File: config.mk
export PLATFORM = sky130hd
export DESIGN_NAME = irq_src_ctrl
export DESIGN_NICKNAME = d
export VERILOG_FILES = /design/src/rtl/irq_src_pkg.sv /design/src/rtl/irq_src_decode.sv /design/src/rtl/irq_src_sweep.sv /design/src/rtl/irq_src_ctrl.sv
export SDC_FILE = /design/constraint.sdc
export NUM_CORES = 1
export LEC_CHECK = 0
export BUFFER_PORTS_ARGS = -buffer_cell sky130_fd_sc_hd__buf_2
export CORE_MARGIN = 2
export CORE_UTILIZATION = 53
export CTS_CLUSTER_DIAMETER = 30
export CTS_CLUSTER_SIZE = 30
export DETAILED_ROUTE_END_ITERATION = 10
export PLACE_DENSITY = 0.73
export SYNTH_ARGS = -nofsm -noshare
export SYNTH_HDL_FRONTEND = slang
export SYNTH_SLANG_ARGS = --single-unit
File: constraint.sdc
create_clock -name clk -period 3.5 [get_ports clk]
set_clock_uncertainty 0.1 [all_clocks]
set_input_delay 0.175 -clock clk [delete_from_list [all_inputs] [get_ports clk]]
set_output_delay 0.175 -clock clk [all_outputs]
set_load 0.03 [all_outputs]
File: src/rtl/irq_src_pkg.sv
package irq_src_pkg;

  typedef enum logic [2:0] {
    OP_NOP    = 3'd0,
    OP_EVENT  = 3'd1,
    OP_REJECT = 3'd2,
    OP_EOI    = 3'd3,
    OP_CFG_WR = 3'd4,
    OP_CFG_RD = 3'd5,
    OP_RESEND = 3'd6
  } isc_op_e;

  // per-source flag positions
  localparam int FLG_ASSERTED = 0;
  localparam int FLG_SENT     = 1;
  localparam int FLG_REJECTED = 2;
  localparam int FLG_MPEND    = 3;
  localparam int FLG_W        = 4;

  localparam logic [7:0] PRI_MASKED = 8'hFF;
  localparam logic [7:0] RSP_OK     = 8'h00;
  localparam logic [7:0] RSP_BADARG = 8'hFD;

endpackage

File: src/rtl/irq_src_decode.sv
module irq_src_decode #(
  parameter int NUM_SRC = 8,
  parameter int NUM_W   = 12,
  parameter int BASE    = 16,
  parameter int IDX_W   = 3
) (
  input  logic [NUM_W-1:0] num_i,
  output logic [IDX_W-1:0] idx_o,
  output logic             hit_o
);
  localparam logic [NUM_W:0] LO = (NUM_W+1)'(BASE);
  localparam logic [NUM_W:0] HI = (NUM_W+1)'(BASE + NUM_SRC);

  assign hit_o = ({1'b0, num_i} >= LO) && ({1'b0, num_i} < HI);
  assign idx_o = IDX_W'(num_i - NUM_W'(BASE));
endmodule

File: src/rtl/irq_src_sweep.sv
module irq_src_sweep #(
  parameter int NUM_SRC = 8,
  parameter int IDX_W   = 3
) (
  input  logic             clk,
  input  logic             rst,
  input  logic             start_i,
  input  logic             stall_i,
  output logic             busy_o,
  output logic             step_o,
  output logic [IDX_W-1:0] ptr_o
);
  localparam logic [IDX_W-1:0] LAST = IDX_W'(NUM_SRC - 1);

  assign step_o = busy_o && !stall_i;

  always_ff @(posedge clk) begin
    if (rst) begin
      busy_o <= 1'b0;
      ptr_o  <= '0;
    end else if (start_i) begin
      busy_o <= 1'b1;
      ptr_o  <= '0;
    end else if (step_o) begin
      if (ptr_o == LAST) begin
        busy_o <= 1'b0;
        ptr_o  <= '0;
      end else begin
        ptr_o <= ptr_o + 1'b1;
      end
    end
  end
endmodule

File: src/rtl/irq_src_ctrl.sv
module irq_src_ctrl
  import irq_src_pkg::*;
#(
  parameter int                 NUM_SRC   = 8,
  parameter int                 NUM_SRV   = 4,
  parameter int                 SRV_W     = 4,
  parameter int                 NUM_W     = 12,
  parameter int                 BASE      = 16,
  parameter logic [NUM_SRC-1:0] LEVEL_MAP = 'hF0
) (
  input  logic             clk,
  input  logic             rst,
  input  logic             cmd_valid_i,
  input  logic [2:0]       cmd_op_i,
  input  logic [NUM_W-1:0] cmd_num_i,
  input  logic             cmd_val_i,
  input  logic [SRV_W-1:0] cmd_srv_i,
  input  logic [8:0]       cmd_pri_i,
  output logic             ofr_valid_o,
  output logic [NUM_W-1:0] ofr_num_o,
  output logic [SRV_W-1:0] ofr_srv_o,
  output logic [7:0]       ofr_pri_o,
  output logic             rsp_valid_o,
  output logic [7:0]       rsp_code_o,
  output logic [SRV_W-1:0] rsp_srv_o,
  output logic [7:0]       rsp_pri_o,
  output logic             sweep_busy_o
);
  localparam int              IDX_W   = (NUM_SRC > 1) ? $clog2(NUM_SRC) : 1;
  localparam logic [SRV_W:0]  SRV_LIM = (SRV_W+1)'(NUM_SRV);

  isc_op_e op;
  assign op = isc_op_e'(cmd_op_i);

  logic [IDX_W-1:0] cidx, sw_ptr, sel_idx;
  logic             hit, sw_step;

  irq_src_decode #(.NUM_SRC(NUM_SRC), .NUM_W(NUM_W), .BASE(BASE), .IDX_W(IDX_W)) u_dec (
    .num_i(cmd_num_i), .idx_o(cidx), .hit_o(hit)
  );

  irq_src_sweep #(.NUM_SRC(NUM_SRC), .IDX_W(IDX_W)) u_sweep (
    .clk(clk), .rst(rst),
    .start_i(cmd_valid_i && op == OP_RESEND),
    .stall_i(cmd_valid_i),
    .busy_o(sweep_busy_o), .step_o(sw_step), .ptr_o(sw_ptr)
  );

  logic [SRV_W-1:0] srv_q [NUM_SRC];
  logic [7:0]       pri_q [NUM_SRC];
  logic [FLG_W-1:0] flg_q [NUM_SRC];

  logic [SRV_W-1:0] cur_srv, nxt_srv;
  logic [7:0]       cur_pri, nxt_pri;
  logic [FLG_W-1:0] cur_flg, nxt_flg;
  logic             is_lvl, upd_en, offer, cfg_ok;

  assign sel_idx = cmd_valid_i ? cidx : sw_ptr;
  assign cur_srv = srv_q[sel_idx];
  assign cur_pri = pri_q[sel_idx];
  assign cur_flg = flg_q[sel_idx];
  assign is_lvl  = LEVEL_MAP[sel_idx];
  assign cfg_ok  = hit && ({1'b0, cmd_srv_i} < SRV_LIM) && !cmd_pri_i[8];

  function automatic logic lvl_ready(input logic [FLG_W-1:0] f, input logic [7:0] p);
    return (p != PRI_MASKED) && f[FLG_ASSERTED] && !f[FLG_SENT];
  endfunction

  always_comb begin
    upd_en  = 1'b0;
    offer   = 1'b0;
    nxt_srv = cur_srv;
    nxt_pri = cur_pri;
    nxt_flg = cur_flg;
    if (cmd_valid_i) begin
      if (hit) begin
        unique case (op)
          OP_EVENT: begin
            if (is_lvl) begin
              upd_en = 1'b1;
              nxt_flg[FLG_ASSERTED] = cmd_val_i;
              if (lvl_ready(nxt_flg, cur_pri)) begin
                nxt_flg[FLG_SENT] = 1'b1;
                offer = 1'b1;
              end
            end else if (cmd_val_i) begin
              upd_en = 1'b1;
              if (cur_pri == PRI_MASKED) nxt_flg[FLG_MPEND] = 1'b1;
              else                       offer = 1'b1;
            end
          end
          OP_REJECT: begin
            upd_en = 1'b1;
            nxt_flg[FLG_REJECTED] = 1'b1;
            nxt_flg[FLG_SENT]     = 1'b0;
          end
          OP_EOI: begin
            if (is_lvl) begin
              upd_en = 1'b1;
              nxt_flg[FLG_SENT] = 1'b0;
            end
          end
          OP_CFG_WR: begin
            if (cfg_ok) begin
              upd_en  = 1'b1;
              nxt_srv = cmd_srv_i;
              nxt_pri = cmd_pri_i[7:0];
              if (is_lvl) begin
                if (lvl_ready(cur_flg, nxt_pri)) begin
                  nxt_flg[FLG_SENT] = 1'b1;
                  offer = 1'b1;
                end
              end else if (cur_flg[FLG_MPEND] && nxt_pri != PRI_MASKED) begin
                nxt_flg[FLG_MPEND] = 1'b0;
                offer = 1'b1;
              end
            end
          end
          default: ;
        endcase
      end
    end else if (sw_step) begin
      if (is_lvl) begin
        if (lvl_ready(cur_flg, cur_pri)) begin
          upd_en = 1'b1;
          nxt_flg[FLG_SENT] = 1'b1;
          offer = 1'b1;
        end
      end else if (cur_flg[FLG_REJECTED]) begin
        upd_en = 1'b1;
        nxt_flg[FLG_REJECTED] = 1'b0;
        offer = (cur_pri != PRI_MASKED);
      end
    end
  end

  for (genvar g = 0; g < NUM_SRC; g++) begin : g_src
    always_ff @(posedge clk) begin
      if (rst) begin
        srv_q[g] <= '0;
        pri_q[g] <= PRI_MASKED;
        flg_q[g] <= '0;
      end else if (upd_en && sel_idx == IDX_W'(g)) begin
        srv_q[g] <= nxt_srv;
        pri_q[g] <= nxt_pri;
        flg_q[g] <= nxt_flg;
      end
    end
  end

  always_ff @(posedge clk) begin
    if (rst) begin
      ofr_valid_o <= 1'b0;
      ofr_num_o   <= '0;
      ofr_srv_o   <= '0;
      ofr_pri_o   <= '0;
      rsp_valid_o <= 1'b0;
      rsp_code_o  <= RSP_OK;
      rsp_srv_o   <= '0;
      rsp_pri_o   <= '0;
    end else begin
      ofr_valid_o <= offer;
      ofr_num_o   <= NUM_W'(sel_idx) + NUM_W'(BASE);
      ofr_srv_o   <= nxt_srv;
      ofr_pri_o   <= nxt_pri;
      rsp_valid_o <= cmd_valid_i && (op == OP_CFG_WR || op == OP_CFG_RD);
      rsp_code_o  <= ((op == OP_CFG_WR) ? cfg_ok : hit) ? RSP_OK : RSP_BADARG;
      rsp_srv_o   <= (op == OP_CFG_RD && hit) ? cur_srv : '0;
      rsp_pri_o   <= (op == OP_CFG_RD && hit) ? cur_pri : '0;
    end
  end
endmodule

# Word level (Yosys, flattened, before mapping)
# Memories as Yosys holds them, arrays and structs flattened.
# Cells that the tools add are included.
# W data, S select, Z words.
word_totals:
  n_memories: 4
  latchBits: 0
  output_inout_bits: 47
  wordCells: 210
  romBits: 8
  inputBits: 32
  ramBits: 128
  regBits: 50
mem_list:
  columns: ["name", "words", "word_bits", "rd", "rd_clocked_by_memory_dff", "wr", "line", "rtl"]
  rows:
  - ["pri_q", 8, 8, 1, 0, 8, "irq_src_ctrl.sv:50", "logic [7:0] pri_q [NUM_SRC];"]
  - ["flg_q", 8, 4, 1, 0, 8, "irq_src_ctrl.sv:51", "logic [FLG_W-1:0] flg_q [NUM_SRC];"]
  - ["srv_q", 8, 4, 1, 0, 8, "irq_src_ctrl.sv:49", "logic [SRV_W-1:0] srv_q [NUM_SRC];"]
  - ["(name not given)", 8, 1, 1, 0, 0, "irq_src_ctrl.sv:62", "assign is_lvl = LEVEL_MAP[sel_idx];"]
classes:
  n_bitwise: 25
  add_sub_neg: 3
  div: 0
  n_reduce_logical: 32
  n_shift: 0
  magnitude_cmp: 4
  n_mul: 0
  mux: 115
  eq_ne: 17
ops:
  columns: ["cell", "count"]
  rows:
  - ["$mux W8", 13]
  - ["$mux W4", 21]
  - ["$mux W1", 72]
  - ["$eq A3 B3 Y1 const B", 8]
  - ["$or A1 B1 Y1", 24]
  - ["$logic_and A1 B1 Y1", 22]
  - ["$ne A8 B8 Y1 const B", 2]
  - ["$eq A3 B2 Y1 const B", 4]
  - ["$ge A12 B5 Y1 const B", 1]
  - ["$lt A12 B5 Y1 const B", 1]
  - ["$eq A8 B8 Y1 const B", 1]
  - ["$pmux W1 S4", 2]
  - ["$add A3 B5 Y6 const B", 1]
  - ["$eq A3 B1 Y1 const B", 2]
  - ["$mux W2", 3]
  - ["$mux W3", 2]
  - ["$lt A3 B4 Y1 const B", 1]
  - ["$lt A4 B3 Y1 const B", 1]
  - ["$pmux W1 S2", 2]
  - ["$reduce_bool A2 Y1", 2]
  - ["$reduce_or A2 Y1", 2]
  - ["$add A3 B1 Y3 const B", 1]
  - ["$logic_not A1 Y1", 3]
  - ["$logic_not A3 Y1", 1]
  - ["other kinds (4)", 4]

# Logic depth before layout (Yosys ltp)
# Gate-level depths: netlist of the first run.
# An unclocked memory read counts as a cell.
logic_depth:
  depth_word: 15
  depth_mapped: 13
  ltp_nobuf: 8

# Hierarchy
# Synthesis of the first run repeated with hierarchy kept, for this count alone.
unflattened:
  cells_unflattened: 668
  hier_area_um2: 7733.7
by_module_without_submodules:
  columns: ["mod", "instances", "area_per_inst_um2", "seq_area_each_um2", "cells_each"]
  rows:
  - ["irq_src_ctrl", 1, 7488.4, 4344.2, 644]
  - ["irq_src_sweep", 1, 193.9, 80.1, 18]
  - ["irq_src_decode", 1, 51.3, 0.0, 6]

# Least setup slack after synthesis of the first run
# OpenSTA, ideal clock, no wires.
synth_path:
  kind: "reg-to-reg"
  start: "reg u_sweep.ptr_o[1]"
  end: "mem flg_q[4][0] (enable)"
  period_less_slack_ps: 3329
  arrival_ps: 2840
  setup_ps: 389
  path_slack_ps: 171
  path_stages_with_launch: 12
  t_required_ps: 3011
  path_buffers: 4
  cell_sequence: "dfxtp_1 buf_2 buf_2 mux4_2 a22o_1 a31oi_1 nor4_1 and4_2 o21a_1 buf_4 buf_6 o21ai_1"
synth_lines:
  columns: ["element", "line", "rtl"]
  rows:
  - ["start: declaration", "irq_src_sweep.sv:11", "output logic [IDX_W-1:0] ptr_o"]
  - ["start signal: assignment", "irq_src_sweep.sv:29", "ptr_o <= ptr_o + 1'b1;"]
  - ["end: declaration", "irq_src_ctrl.sv:51", null]

==> key figures, run 1 <==
Status
  – Result of the run: finished clean

Critical path
  – Cell with the largest stage delay on the worst path: o32a_1
  – Required time at the worst-slack endpoint: 3.57 ns
  – Data arrival time of the critical path: 3.33 ns
  – Worst setup path class: register to register
  – Critical path startpoint category: register
  – Worst flop-to-flop path startpoint: u_sweep.ptr_o[2]$_SDFFE_PP0P_
  – CP Cell Sequence: nor2b_1 -> o21ai_1 -> a2bb2o_2 -> o32a_1 -> nor4_1 -> and4_2 -> o21a_1 -> o21ai_1 -> buf_4
  – Most prevalent standard cell on the critical path: o21ai_1
  – Largest driver fanout on the critical path: 11
  – Kind of end point of the critical path: register
  – Largest stage delay on the critical path: 0.44 ns
  – Startpoint of the most critical setup path: u_sweep.ptr_o[2]$_SDFFE_PP0P_

Logic synthesis
  – Register area share after synthesis: 58.4%
  – Mapped cell area: 7570 µm²
  – Top cell type by total area after synthesis: edfxtp_1
  – Post-synth EDFFs: 124
  – Syn Area/Cell: 11.4 µm²
  – Prevailing post-synth register cell: edfxtp_1
  – Share of synthesized registers carrying an async set or reset: 0%
  – Post-Syn Instances: 665
  – Synthesis-stage register bit count: 159
  – Yosys Warn Count: 0
  – Unique cell type count in the Yosys netlist: 63
  – Top cells by area in the synthesized netlist: edfxtp_1 49%, dfxtp_1 9.3%, mux4_2 4.2%
  – Fraction of synthesized cell area taken by the top area cell type: 49.2%

Pwr
  – Net switching power figure: 1.11 mW
  – Fraction of power consumed by the clock network: 41.0%
  – Comb pwr share: 10.8%
  – Leakage Power: 3.27 nW
  – Switching part of the total: 25.6%
  – Relative contribution of sequential cells to total power: 48.1%
  – Peak supply drop: 0.000369 V
  – Cell Int Power: 3.21 mW
  – PD cells: 479 nW/µm²

Die
  – Full die area: 15,300 µm²
  – Starting Density: 54.3%
  – Core box area: 13,900 µm²
  – Number of placement rows: 43
  – Die height: 124 µm
  – Top-Level Pins: 79
  – Horizontal extent of the die: 124 µm

CTS
  – CTS Buf Count: 17
  – Clock H-tree levels: 4
  – Buffer cell driving the clock tree root: clkbuf_16
  – TritonCTS clock tree: built
  – Post-CTS clock slew at the launch and capture registers of the worst setup and hold paths: 0.07 ns
  – Count of buffers added by post-CTS timing repair for setup: 0
  – CTS sink count: 159
  – Insertion delay to the later sink of the worst-skew pair: 0.42 ns
  – Largest buffer count on any clock path: 2

Timing
  – Worst Tran Pin Value: 0.746 ns
  – Final hold violations: 0
  – Final setup TNS: 0 ns
  – Worst slack on hold paths: 0.0330 ns
  – Final setup violation count: 0
  – Total count of max-transition violations in the final report: 0
  – Setup repair after global routing missed its margin: false
  – Final clock period utilization by the worst path: 93.0%
  – Crit path time final: 3.25 ns
  – Achievable Freq: 0.307 GHz
  – Relative slew margins: 49.9%

Finish
  – Most frequent cells in the layout: 124 x edfxtp_1, 78 x nand2_1, 75 x nor2_1
  – Commonest non-fill, non-tap cell in the layout: edfxtp_1
  – Proportion of layout cells with a drive suffix above 1: 25.0%
  – Relative area change from synthesis to final layout: 18.9%
  – Final design area excluding fillers: 9000 µm²
  – Final #Nets: 806
  – Antenna Diode Count: 0

Worst hold path
  – Beginning of the worst hold path: cmd_op_i[2]
  – Worst Hold Class: primary input to register

Placed design
  – Final weighted congestion in routability-driven placement: 1.04
  – Total of buffers placed on input and output ports: 69
  – Sum of net half-perimeters after detailed placement: 16,300 µm
  – Post-Place Cell Area: 8410 µm²

Global routing
  – Global route overflow: 0
  – Antenna violations before repair: 0
  – Wire length of the first global-routing pass: 33,100 µm
  – Via count of the first global-routing pass: 5,707
  – Largest net degree at the start of global routing: 33
  – GRT Util Overall: 30.6%

Routing
  – Count of nets left with antenna violations after detail routing: 0
  – Total detailed-routing wirelength: 22,200 µm
  – Post-DR vias/cell: 6.26
  – Routed length per instance: 23.0 µm
  – Number of DRC markers after the initial detailed-route iteration: 712
  – Total iterations of the first detailed-routing run: 6
  – Via count: 6,041
  – Number of design rule violations left after detail routing: 0

Run
  – Number of max-cap violations: 0
## layer usage
| layer | vias up | track usage [%] | part of all wire, % |
|---|---|---|---|
| met1 | 2880 | 43.0 | 39 |
| met3 | 55 | 9.73 | 14 |
| met4 | 0 | 12.5 | 3.7 |
| met2 | 428 | 44.2 | 43 |
| met5 | - | 0 | 0 |
| li1 | 2678 | - | - |
## final cells by class
class	instances	area (µm²)
Multi-Input combinational cell	444	2790
Timing Repair Buffer	137	951
Fill cell	1051	4930
Inverter	13	48.8
Sequential cell	159	4420
Tap cell	180	225
Clock buffer	20	468
Clock inverter	12	98.8
## Yosys cell counts (all sizes together), types with 3 or more instances
master  count
a211oi      3
a21o        5
a21oi      23
a22o        3
a22oi       3
a31oi       6
and2        3
and3       13
buf        37
clkbuf     20
dfxtp      35
edfxtp    124
inv        13
mux2        4
mux2i      17
mux4       16
nand2      78
nand2b      8
nand3      12
nand4      27
nor2       76
nor2b      11
nor3       31
nor3b       4
nor4        3
o21a        5
o21ai      26
o221ai      4
o22a        5
o22ai      14
o31ai       3
or2         3
or3         8
## power groups by stage
stage               combinational [mW]  clock [mW]  sequential [mW]
global placement                 0.448           0             2.12
finish                           0.467        1.77             2.08
CTS                              0.458        1.78             2.08
floorplan                        0.244           0             2.14
global route                     0.493        1.86             2.08
detailed placement               0.452           0             2.12
## worst max-delay path, delay by kind of cell (launching register included)
family / cells / cell delay (ns)
simple gates: 3 / 1.04
compound gates: 5 / 1.25
buf+inv: 1 / 0.26
flops: 1 / 0.35
## final timing paths
path / depth (start not counted) / slack, ns / endpoint
max: 9 / 0.25 / pri_q[4][4]$_SDFFCE_PN1P_
min: 3 / 0.03 / u_sweep.busy_o$_SDFFE_PP0P_
max reg2reg: 9 / 0.25 / pri_q[4][4]$_SDFFCE_PN1P_
min reg2reg: 2 / 0.42 / u_sweep.busy_o$_SDFFE_PP0P_
## sequential cells by signal, indices dropped and copies added (netlist names)
register / count
flg_q: 28
ofr_num_o: 4
ofr_pri_o: 8
ofr_srv_o: 4
ofr_valid_o: 1
pri_q: 64
rsp_code_o: 1
rsp_pri_o: 8
rsp_srv_o: 4
rsp_valid_o: 1
srv_q: 32
u_sweep.busy_o: 1
u_sweep.ptr_o: 3
## stage by stage
stage                     power, mW  setup WS [ns]  util [%]  std cells
after detailed placement       2.57          0.281      60.3        930
final                          4.31          0.246      64.6        965
after global placement         2.56          0.227      60.3        930
after CTS                      4.32          0.316      64.6        965
after global routing           4.43          0.144      64.6        965
after floorplan                2.39          0.171         -        673
## timing repair
item	CTS	global route
resized for setup	0	0
setup endpoints to repair	0	0
endpoints found under the hold margin	3	0
hold buffers	3	0
## logic make-up after synthesis
family	count (synthesis)	share of synthesized area, %
compound gates	114	10.2
fa+ha+maj	2	0.330
buf+inv	70	5.20
flops	159	58.4
mux	37	7.87
other cells	1	0.0495
simple gates	282	17.9
No activity file was read; power rests on OpenSTA's default activity.
==> run 2, diff against run 1 <==
--- a/config.mk
+++ b/config.mk
@@ -7,11 +7,11 @@
 export LEC_CHECK = 0
 export BUFFER_PORTS_ARGS = -buffer_cell sky130_fd_sc_hd__buf_2
 export CORE_MARGIN = 2
-export CORE_UTILIZATION = 53
+export CORE_UTILIZATION = 59
 export CTS_CLUSTER_DIAMETER = 30
 export CTS_CLUSTER_SIZE = 30
 export DETAILED_ROUTE_END_ITERATION = 10
-export PLACE_DENSITY = 0.73
+export PLACE_DENSITY = 0.77
 export SYNTH_ARGS = -nofsm -noshare
 export SYNTH_HDL_FRONTEND = slang
 export SYNTH_SLANG_ARGS = --single-unit
==> constraint.sdc (replaced) <==
create_clock -name clk -period 3.27 [get_ports clk]
set_clock_uncertainty 0.1 [all_clocks]
set_input_delay 0.1635 -clock clk [delete_from_list [all_inputs] [get_ports clk]]
set_output_delay 0.1635 -clock clk [all_outputs]
set_load 0.03 [all_outputs]
==> run 2 against run 1 <==
- cell count rose by 1.5%
- total power rose by 6.7%
- clock power rose by 5%
- utilization rose by 7.8 points
- setup slack got worse by 0.19 ns
- worst hold slack improved by 0.0026 ns
- largest cell class unchanged
- largest power group unchanged
==> key figures, run 2 (synthesis results as in run 1) <==
Critical path
  – Last element of the critical path: pri_q[6][6]$_SDFFCE_PN1P_
  – Worst setup path class: register to register
  – Startpoint of the most critical setup path: u_sweep.ptr_o[0]$_SDFFE_PP0P_
  – Reg2reg path depth: 11 (+2)
  – Required time at the worst-slack endpoint: 3.36 ns (-0.21 ns)
  – Largest stage delay on the critical path: 0.39 ns (-0.05 ns)
  – Worst-case register-to-register setup slack: 0.06 ns (-0.19 ns)
  – Largest driver fanout on the critical path: 15 (+4)
  – RR Endpoint: pri_q[6][6]$_SDFFCE_PN1P_
  – Worst flop-to-flop path startpoint: u_sweep.ptr_o[0]$_SDFFE_PP0P_
  – Kind of end point of the critical path: register
  – Crit-path leading delay family: compound AO/OA/AOI/OAI gates
  – Data arrival time of the critical path: 3.30 ns (-0.03 ns)
  – Number of buffer and inverter instances along the worst setup path: 3 (+2)
  – Cell with the largest stage delay on the worst path: o32a_1
  – CP Cell Sequence: nor3b_2 -> buf_4 -> a21oi_2 -> nor2_1 -> o32a_1 -> nor4_1 -> and4_2 -> o21a_1 -> buf_4 -> o21ai_1 -> buf_12
  – Critical path startpoint category: register
  – Number of stages on the worst setup path: 11 (+2)
  – Most prevalent standard cell on the critical path: buf_4

Timing
  – Relative slew margins: 58.5% (+8.6 points)
  – Worst Tran Pin Value: 0.621 ns (-0.124 ns)
  – Setup repair after global routing missed its margin: false
  – Total count of max-transition violations in the final report: 0 (unchanged)
  – Final clock period utilization by the worst path: 98.3% (+5.3 points)
  – Final setup violation count: 0 (unchanged)
  – Worst-case setup margin in the final layout: 0.0570 ns (-0.189 ns)
  – Achievable Freq: 0.311 GHz (+1.3%)
  – Final setup TNS: 0 ns (unchanged)
  – Final hold violations: 0 (unchanged)
  – Crit path time final: 3.21 ns (-0.0412 ns)

Placed design
  – Worst-case setup slack after placement: 0.00696 ns (-0.274 ns)
  – Final weighted congestion in routability-driven placement: 1.08 (+4.1%)
  – Total of buffers placed on input and output ports: 69 (unchanged)
  – Sum of net half-perimeters after detailed placement: 16,200 µm (-0.46%)

Global routing
  – GRT Util Overall: 34.3% (+3.6 points)
  – Antenna violations before repair: 0 (unchanged)
  – Largest net degree at the start of global routing: 33 (unchanged)
  – Via count of the first global-routing pass: 5,811 (+1.8%)
  – Global route overflow: 0 (unchanged)
  – Wire length of the first global-routing pass: 33,600 µm (+1.4%)

CTS
  – CTS Buf Count: 17 (unchanged)
  – Insertion delay to the later sink of the worst-skew pair: 0.43 ns (about the same)
  – CTS sink count: 159 (unchanged)
  – Largest buffer count on any clock path: 2 (unchanged)
  – Clock H-tree levels: 4 (unchanged)
  – Count of buffers added by post-CTS timing repair for setup: 0 (unchanged)
  – TritonCTS clock tree: built
  – Buffer cell driving the clock tree root: clkbuf_16
  – Post-CTS clock slew at the launch and capture registers of the worst setup and hold paths: 0.07 ns (about the same)

Die
  – Full die area: 13,800 µm² (-9.8%)
  – Number of placement rows: 41 (-4.7%)
  – Core box area: 12,600 µm² (-9.8%)
  – Horizontal extent of the die: 117 µm (-5.1%)
  – Top-Level Pins: 79 (unchanged)
  – Die height: 117 µm (-5.1%)
  – Starting Density: 60.2% (+5.9 points)

Finish
  – Relative area change from synthesis to final layout: 20.3%
  – Largest register FFs: 64 (unchanged)
  – Most frequent cells in the layout: 124 x edfxtp_1, 82 x buf_4, 78 x nand2_1
  – Final #Nets: 828 (+2.7%)
  – Register ranked first by flip-flop count: pri_q
  – Commonest non-fill, non-tap cell in the layout: edfxtp_1
  – Antenna Diode Count: 0 (unchanged)
  – Largest registers in the final layout: pri_q x64, srv_q x32, flg_q x28
  – Proportion of layout cells with a drive suffix above 1: 26.8% (+1.8 points)

Run
  – Number of max-cap violations: 0 (unchanged)

Pwr
  – Switching part of the total: 25.2% (-0.47 points)
  – Comb pwr share: 11.1% (+0.3 points)
  – Peak supply drop: 0.000679 V (+84%)
  – Cell Int Power: 3.45 mW (+7.4%)
  – Leakage Power: 3.33 nW (+2.0%)
  – Relative contribution of sequential cells to total power: 48.3% (+0.2 points)
  – Fraction of power consumed by the clock network: 40.5% (-0.5 points)
  – Net switching power figure: 1.16 mW (+4.7%)
  – PD cells: 506 nW/µm² (+5.5%)
  – Overall power: 4.60 mW (+6.7%)

Routing
  – Via count: 6,192 (+2.5%)
  – Total iterations of the first detailed-routing run: 6 (unchanged)
  – Count of nets left with antenna violations after detail routing: 0 (unchanged)
  – Total detailed-routing wirelength: 22,300 µm (+0.59%)
  – Number of DRC markers after the initial detailed-route iteration: 947 (+33%)
  – Number of design rule violations left after detail routing: 0 (unchanged)
  – Routed length per instance: 22.8 µm (-0.85%)
  – Post-DR vias/cell: 6.32 (+1.0%)

Status
  – Result of the run: finished clean

Worst hold path
  – Worst Hold Class: primary input to register
## run 2: cell types whose count changed in the layout (fill, tap and decap cells not counted), sizes merged
cell | previous run | this run
bufinv | 0 | 1
buf | 134 | 154
inv | 19 | 16
clkinvlp | 0 | 2
dlygate4sd3 | 3 | 5
## run 2: repair_timing
action,4_1_cts,5_1_grt
gates resized for setup,1,3
endpoints found under the setup margin,15,62
hold buffers,5,0
pin swaps,0,0
hold endpoints to repair,4,0
## run 2: metrics by stage
step	util (%)	cell area, µm²	hold slack, ns	instances
floorplan	-	7610	0.239	673
global placement	67.6	8500	0.394	942
detailed placement	67.6	8500	0.398	942
CTS	72.4	9100	0.0107	979
global route	72.5	9110	0.0519	979
finish	72.5	9110	0.0356	979
## run 2: area by class of cell
type | instances | area, µm²
sequential | 159 | 4430
fill | 898 | 3460
multi-input combinational | 444 | 2800
timing repair buffer | 159 | 1070
clock buffer | 20 | 437
tap | 172 | 215
clock inverter | 12 | 109
inverter | 13 | 48.8
## run 2: power groups by stage
stage / Combinational [mW] / Sequential [mW] / Clock, mW
3_3_place_gp: 0.490 / 2.26 / 0
2_1_floorplan: 0.261 / 2.29 / 0
5_1_grt: 0.543 / 2.23 / 1.94
4_1_cts: 0.502 / 2.23 / 1.87
6_report: 0.513 / 2.23 / 1.86
3_5_place_dp: 0.494 / 2.27 / 0
## run 2: worst min path at each step
stage                       startpoint                 endpoint  slack (ns)  cells past startpoint
final                      cmd_op_i[2]   rsp_valid_o$_SDFF_PP0_        0.04                      3
after global routing       cmd_op_i[2]   rsp_valid_o$_SDFF_PP0_        0.05                      3
after CTS                  cmd_op_i[2]   rsp_valid_o$_SDFF_PP0_        0.01                      3
after detailed placement  cmd_srv_i[0]  ofr_srv_o[0]$_SDFF_PP0_        0.40                      3
after global placement    cmd_srv_i[0]  ofr_srv_o[0]$_SDFF_PP0_        0.39                      3
after floorplan            cmd_op_i[0]  rsp_pri_o[6]$_SDFF_PP0_        0.24                      2
## run 2: worst reg2reg max path, cell delays in order, from the launching register on
cell     delay (ns)
dfxtp_2        0.38
nor3b_2        0.18
buf_4          0.14
a21oi_2        0.36
nor2_1         0.09
o32a_1         0.39
nor4_1         0.29
and4_2         0.32
o21a_1         0.22
buf_4          0.17
o21ai_1        0.12
buf_12         0.22
## run 2: layer usage
metal	up-vias	track usage, %	wire length (µm)
li1	2725	-	-
met1	2922	49.8	8970
met2	485	48.5	9650
met3	60	9.73	2980
met4	0	14.4	701
met5	-	0	0
==> run 3, diff against run 2 <==
--- a/config.mk
+++ b/config.mk
@@ -6,12 +6,15 @@
 export NUM_CORES = 1
 export LEC_CHECK = 0
 export BUFFER_PORTS_ARGS = -buffer_cell sky130_fd_sc_hd__buf_2
+export CORE_ASPECT_RATIO = 0.8
 export CORE_MARGIN = 2
 export CORE_UTILIZATION = 59
 export CTS_CLUSTER_DIAMETER = 30
 export CTS_CLUSTER_SIZE = 30
 export DETAILED_ROUTE_END_ITERATION = 10
+export HOLD_SLACK_MARGIN = 0.06
 export PLACE_DENSITY = 0.77
+export REMOVE_ABC_BUFFERS = 1
 export SYNTH_ARGS = -nofsm -noshare
 export SYNTH_HDL_FRONTEND = slang
 export SYNTH_SLANG_ARGS = --single-unit
==> run 3 against run 2 <==
- total power increased by 9.7%
- utilization increased by 2.0 points
- via count up 2.6%
- sequential share of layout area decreased by 0.40 points
- register-to-register slack gained 0.17 ns
- die area about the same
- highest routed layer unchanged
- combinational power decreased by 0.8%
- sequential power barely moved
- fmax increased by 5.5%
- setup slack better by 0.17 ns
- first-iteration DRC count grew 2.2%
- non-clock buffer count decreased by 6
==> key figures, run 3 (synthesis results as in run 1) <==
Status
  – Result of the run: finished clean

CTS
  – TritonCTS clock tree: built
  – CTS sink count: 159 (unchanged)
  – Count of buffers added by post-CTS timing repair for setup: 0 (unchanged)
  – Buffer cell driving the clock tree root: clkbuf_16
  – Post-CTS clock slew at the launch and capture registers of the worst setup and hold paths: 0.06 ns (about the same)
  – CTS Buf Count: 17 (unchanged)
  – Largest buffer count on any clock path: 2 (unchanged)
  – Insertion delay to the later sink of the worst-skew pair: 0.43 ns (about the same)
  – Clock H-tree levels: 4 (unchanged)

Critical path
  – Critical path startpoint category: register
  – Reg2reg path depth: 9 (-2)
  – Data arrival time of the critical path: 3.12 ns (-0.18 ns)
  – Largest driver fanout on the critical path: 12 (-3)
  – Number of stages on the worst setup path: 9 (-2)
  – Required time at the worst-slack endpoint: 3.34 ns (-0.02 ns)
  – CP Cell Sequence: or2_2 -> nand2_1 -> or3_1 -> o22a_1 -> nor2_1 -> and4_2 -> o21a_1 -> o21ai_1 -> buf_4
  – Cell with the largest stage delay on the worst path: or3_1
  – Crit-path leading delay family: simple AND/OR/NAND/NOR gates
  – RR Endpoint: pri_q[6][0]$_SDFFCE_PN1P_
  – Worst flop-to-flop path startpoint: u_sweep.ptr_o[2]$_SDFFE_PP0P_
  – Largest stage delay on the critical path: 0.50 ns (+0.11 ns)
  – Startpoint of the most critical setup path: u_sweep.ptr_o[2]$_SDFFE_PP0P_
  – Worst-case register-to-register setup slack: 0.23 ns (+0.17 ns)
  – Worst setup path class: register to register
  – Kind of end point of the critical path: register
  – Number of buffer and inverter instances along the worst setup path: 1 (-2)

Die
  – Die height: 105 µm (-10%)
  – Top-Level Pins: 79 (unchanged)
  – Starting Density: 61.4% (+1.1 points)
  – Full die area: 13,800 µm² (about the same)
  – Number of placement rows: 36 (-12%)
  – Horizontal extent of the die: 131 µm (+11%)
  – Core box area: 12,300 µm² (-1.8%)

Pwr
  – Relative contribution of sequential cells to total power: 44.1% (-4.2 points)
  – Net switching power figure: 1.20 mW (+3.4%)
  – Cell Int Power: 3.85 mW (+12%)
  – PD cells: 550 nW/µm² (+8.8%)
  – Leakage Power: 3.37 nW (+1.1%)
  – Switching part of the total: 23.7% (-1.4 points)
  – Comb pwr share: 10.1% (-1.0 points)
  – Fraction of power consumed by the clock network: 45.9% (+5.4 points)
  – Peak supply drop: 0.000409 V (-40%)

Routing
  – Total detailed-routing wirelength: 24,000 µm (+7.4%)
  – Number of design rule violations left after detail routing: 0 (unchanged)
  – Count of nets left with antenna violations after detail routing: 0 (unchanged)
  – Number of DRC markers after the initial detailed-route iteration: 968 (+2.2%)
  – Routed length per instance: 24.6 µm (+8.1%)
  – Via count: 6,355 (+2.6%)
  – Post-DR vias/cell: 6.54 (+3.4%)
  – Total iterations of the first detailed-routing run: 6 (unchanged)

Worst hold path
  – Endpoint, Worst Hold: ofr_pri_o[6]$_SDFF_PP0_
  – Cell depth of the worst hold path: 4 (+1)
  – Beginning of the worst hold path: cmd_pri_i[6]
  – Worst Hold Class: primary input to register

Finish
  – Largest register FFs: 64 (unchanged)
  – Area of the multi-input gates: 2790 µm² (-0.22%)
  – Proportion of layout cells with a drive suffix above 1: 26.1% (-0.67 points)
  – Antenna Diode Count: 0 (unchanged)
  – Fill cell instance count of the final layout: 847 (-5.7%)
  – Area occupied by registers: 4430 µm² (about the same)
  – Register ranked first by flip-flop count: pri_q
  – Relative area change from synthesis to final layout: 21.3%
  – Largest registers in the final layout: pri_q x64, srv_q x32, flg_q x28
  – Most frequent cells in the layout: 124 x edfxtp_1, 78 x nand2_1, 75 x nor2_1, 75 x buf_4, 69 x buf_2
  – Commonest non-fill, non-tap cell in the layout: edfxtp_1
  – Final #Nets: 822 (-0.72%)
  – Final core utilization: 74.4% (+2.0 points)

Timing
  – Total count of max-transition violations in the final report: 0 (unchanged)
  – Final clock period utilization by the worst path: 93.1% (-5.2 points)
  – Worst slack on hold paths: 0.102 ns (+0.0665 ns)
  – Crit path time final: 3.04 ns (-0.168 ns)
  – Relative slew margins: 38.5% (-20 points)
  – Setup repair after global routing missed its margin: false
  – Final hold violations: 0 (unchanged)
  – Final setup violation count: 0 (unchanged)
  – Worst Tran Pin Value: 0.915 ns (+0.294 ns)
  – Achievable Freq: 0.328 GHz (+5.5%)

Global routing
  – Antenna violations before repair: 0 (unchanged)
  – GRT Util Overall: 36.3% (+2.0 points)
  – Global route overflow: 0 (unchanged)
  – Wire length of the first global-routing pass: 35,500 µm (+5.8%)
  – Via count of the first global-routing pass: 5,875 (+1.1%)
  – Largest net degree at the start of global routing: 30 (-9.1%)

Placed design
  – Sum of net half-perimeters after detailed placement: 17,300 µm (+6.5%)
  – Final weighted congestion in routability-driven placement: 1.05 (-2.5%)
  – Total of buffers placed on input and output ports: 69 (unchanged)

Run
  – Number of max-cap violations: 0 (unchanged)
## run 3: area by class of cell
class | instances | area share, %
flip-flops and latches | 159 | 48.2
well taps | 171 | 2.33
repair buffers | 153 | 11.0
multi-input cells | 444 | 30.4
clock inverters | 14 | 2.75
clock buffers | 18 | 4.78
inverters | 13 | 0.531
## run 3: metrics by stage
step	std cells	setup WS [ns]	TNS [ns]	total power, mW	cell area (µm²)
after floorplan	616	-0.670	-38.02	2.51	7260
after global placement	932	-0.0252	-0.191	2.74	8400
after detailed placement	932	-0.0129	-0.0913	2.75	8400
after CTS	972	0.126	0	5.03	9170
after global routing	972	0.0708	0	5.15	9180
final	972	0.225	0	5.05	9180
## run 3: tightest hold or removal path, delay by kind of cell
family,cells,cell delay [ns]
AND/OR/NAND/NOR,1,0.09
multiplexers,1,0.06
buffers and inverters,2,0.28
## run 3: power groups by stage
stage	registers [mW]	clock network [mW]	logic, mW
after floorplan	2.30	0	0.209
final	2.23	2.32	0.509
after CTS	2.23	2.31	0.497
after global placement	2.26	0	0.478
after detailed placement	2.27	0	0.485
after global routing	2.23	2.39	0.537
## run 3: per-layer routing
layer	part of all wire (%)	track usage, %	routed length, µm	vias up
met1	40	54.4	9620	3054
met5	0	0	0	-
met2	43	51.0	10300	535
met3	15	12.5	3550	52
li1	-	-	-	2714
met4	2.1	9.27	513	0
## run 3: repair_timing
action	4_1_cts	5_1_grt
hold buffers	8	0
gates resized for setup	0	3
hold endpoints to repair	12	0
endpoints found under the setup margin	0	82
## run 3: worst max-delay path by stage
stage | end | slack (ns)
final | pri_q[6][0]$_SDFFCE_PN1P_ | 0.23
after global routing | srv_q[5][1]$_SDFFCE_PN0P_ | 0.07
after CTS | flg_q[2][3]$_SDFFCE_PN0P_ | 0.13
after detailed placement | flg_q[2][3]$_SDFFCE_PN0P_ | -0.01
after global placement | flg_q[2][3]$_SDFFCE_PN0P_ | -0.03
after floorplan | flg_q[6][0]$_SDFFCE_PN0P_ | -0.67
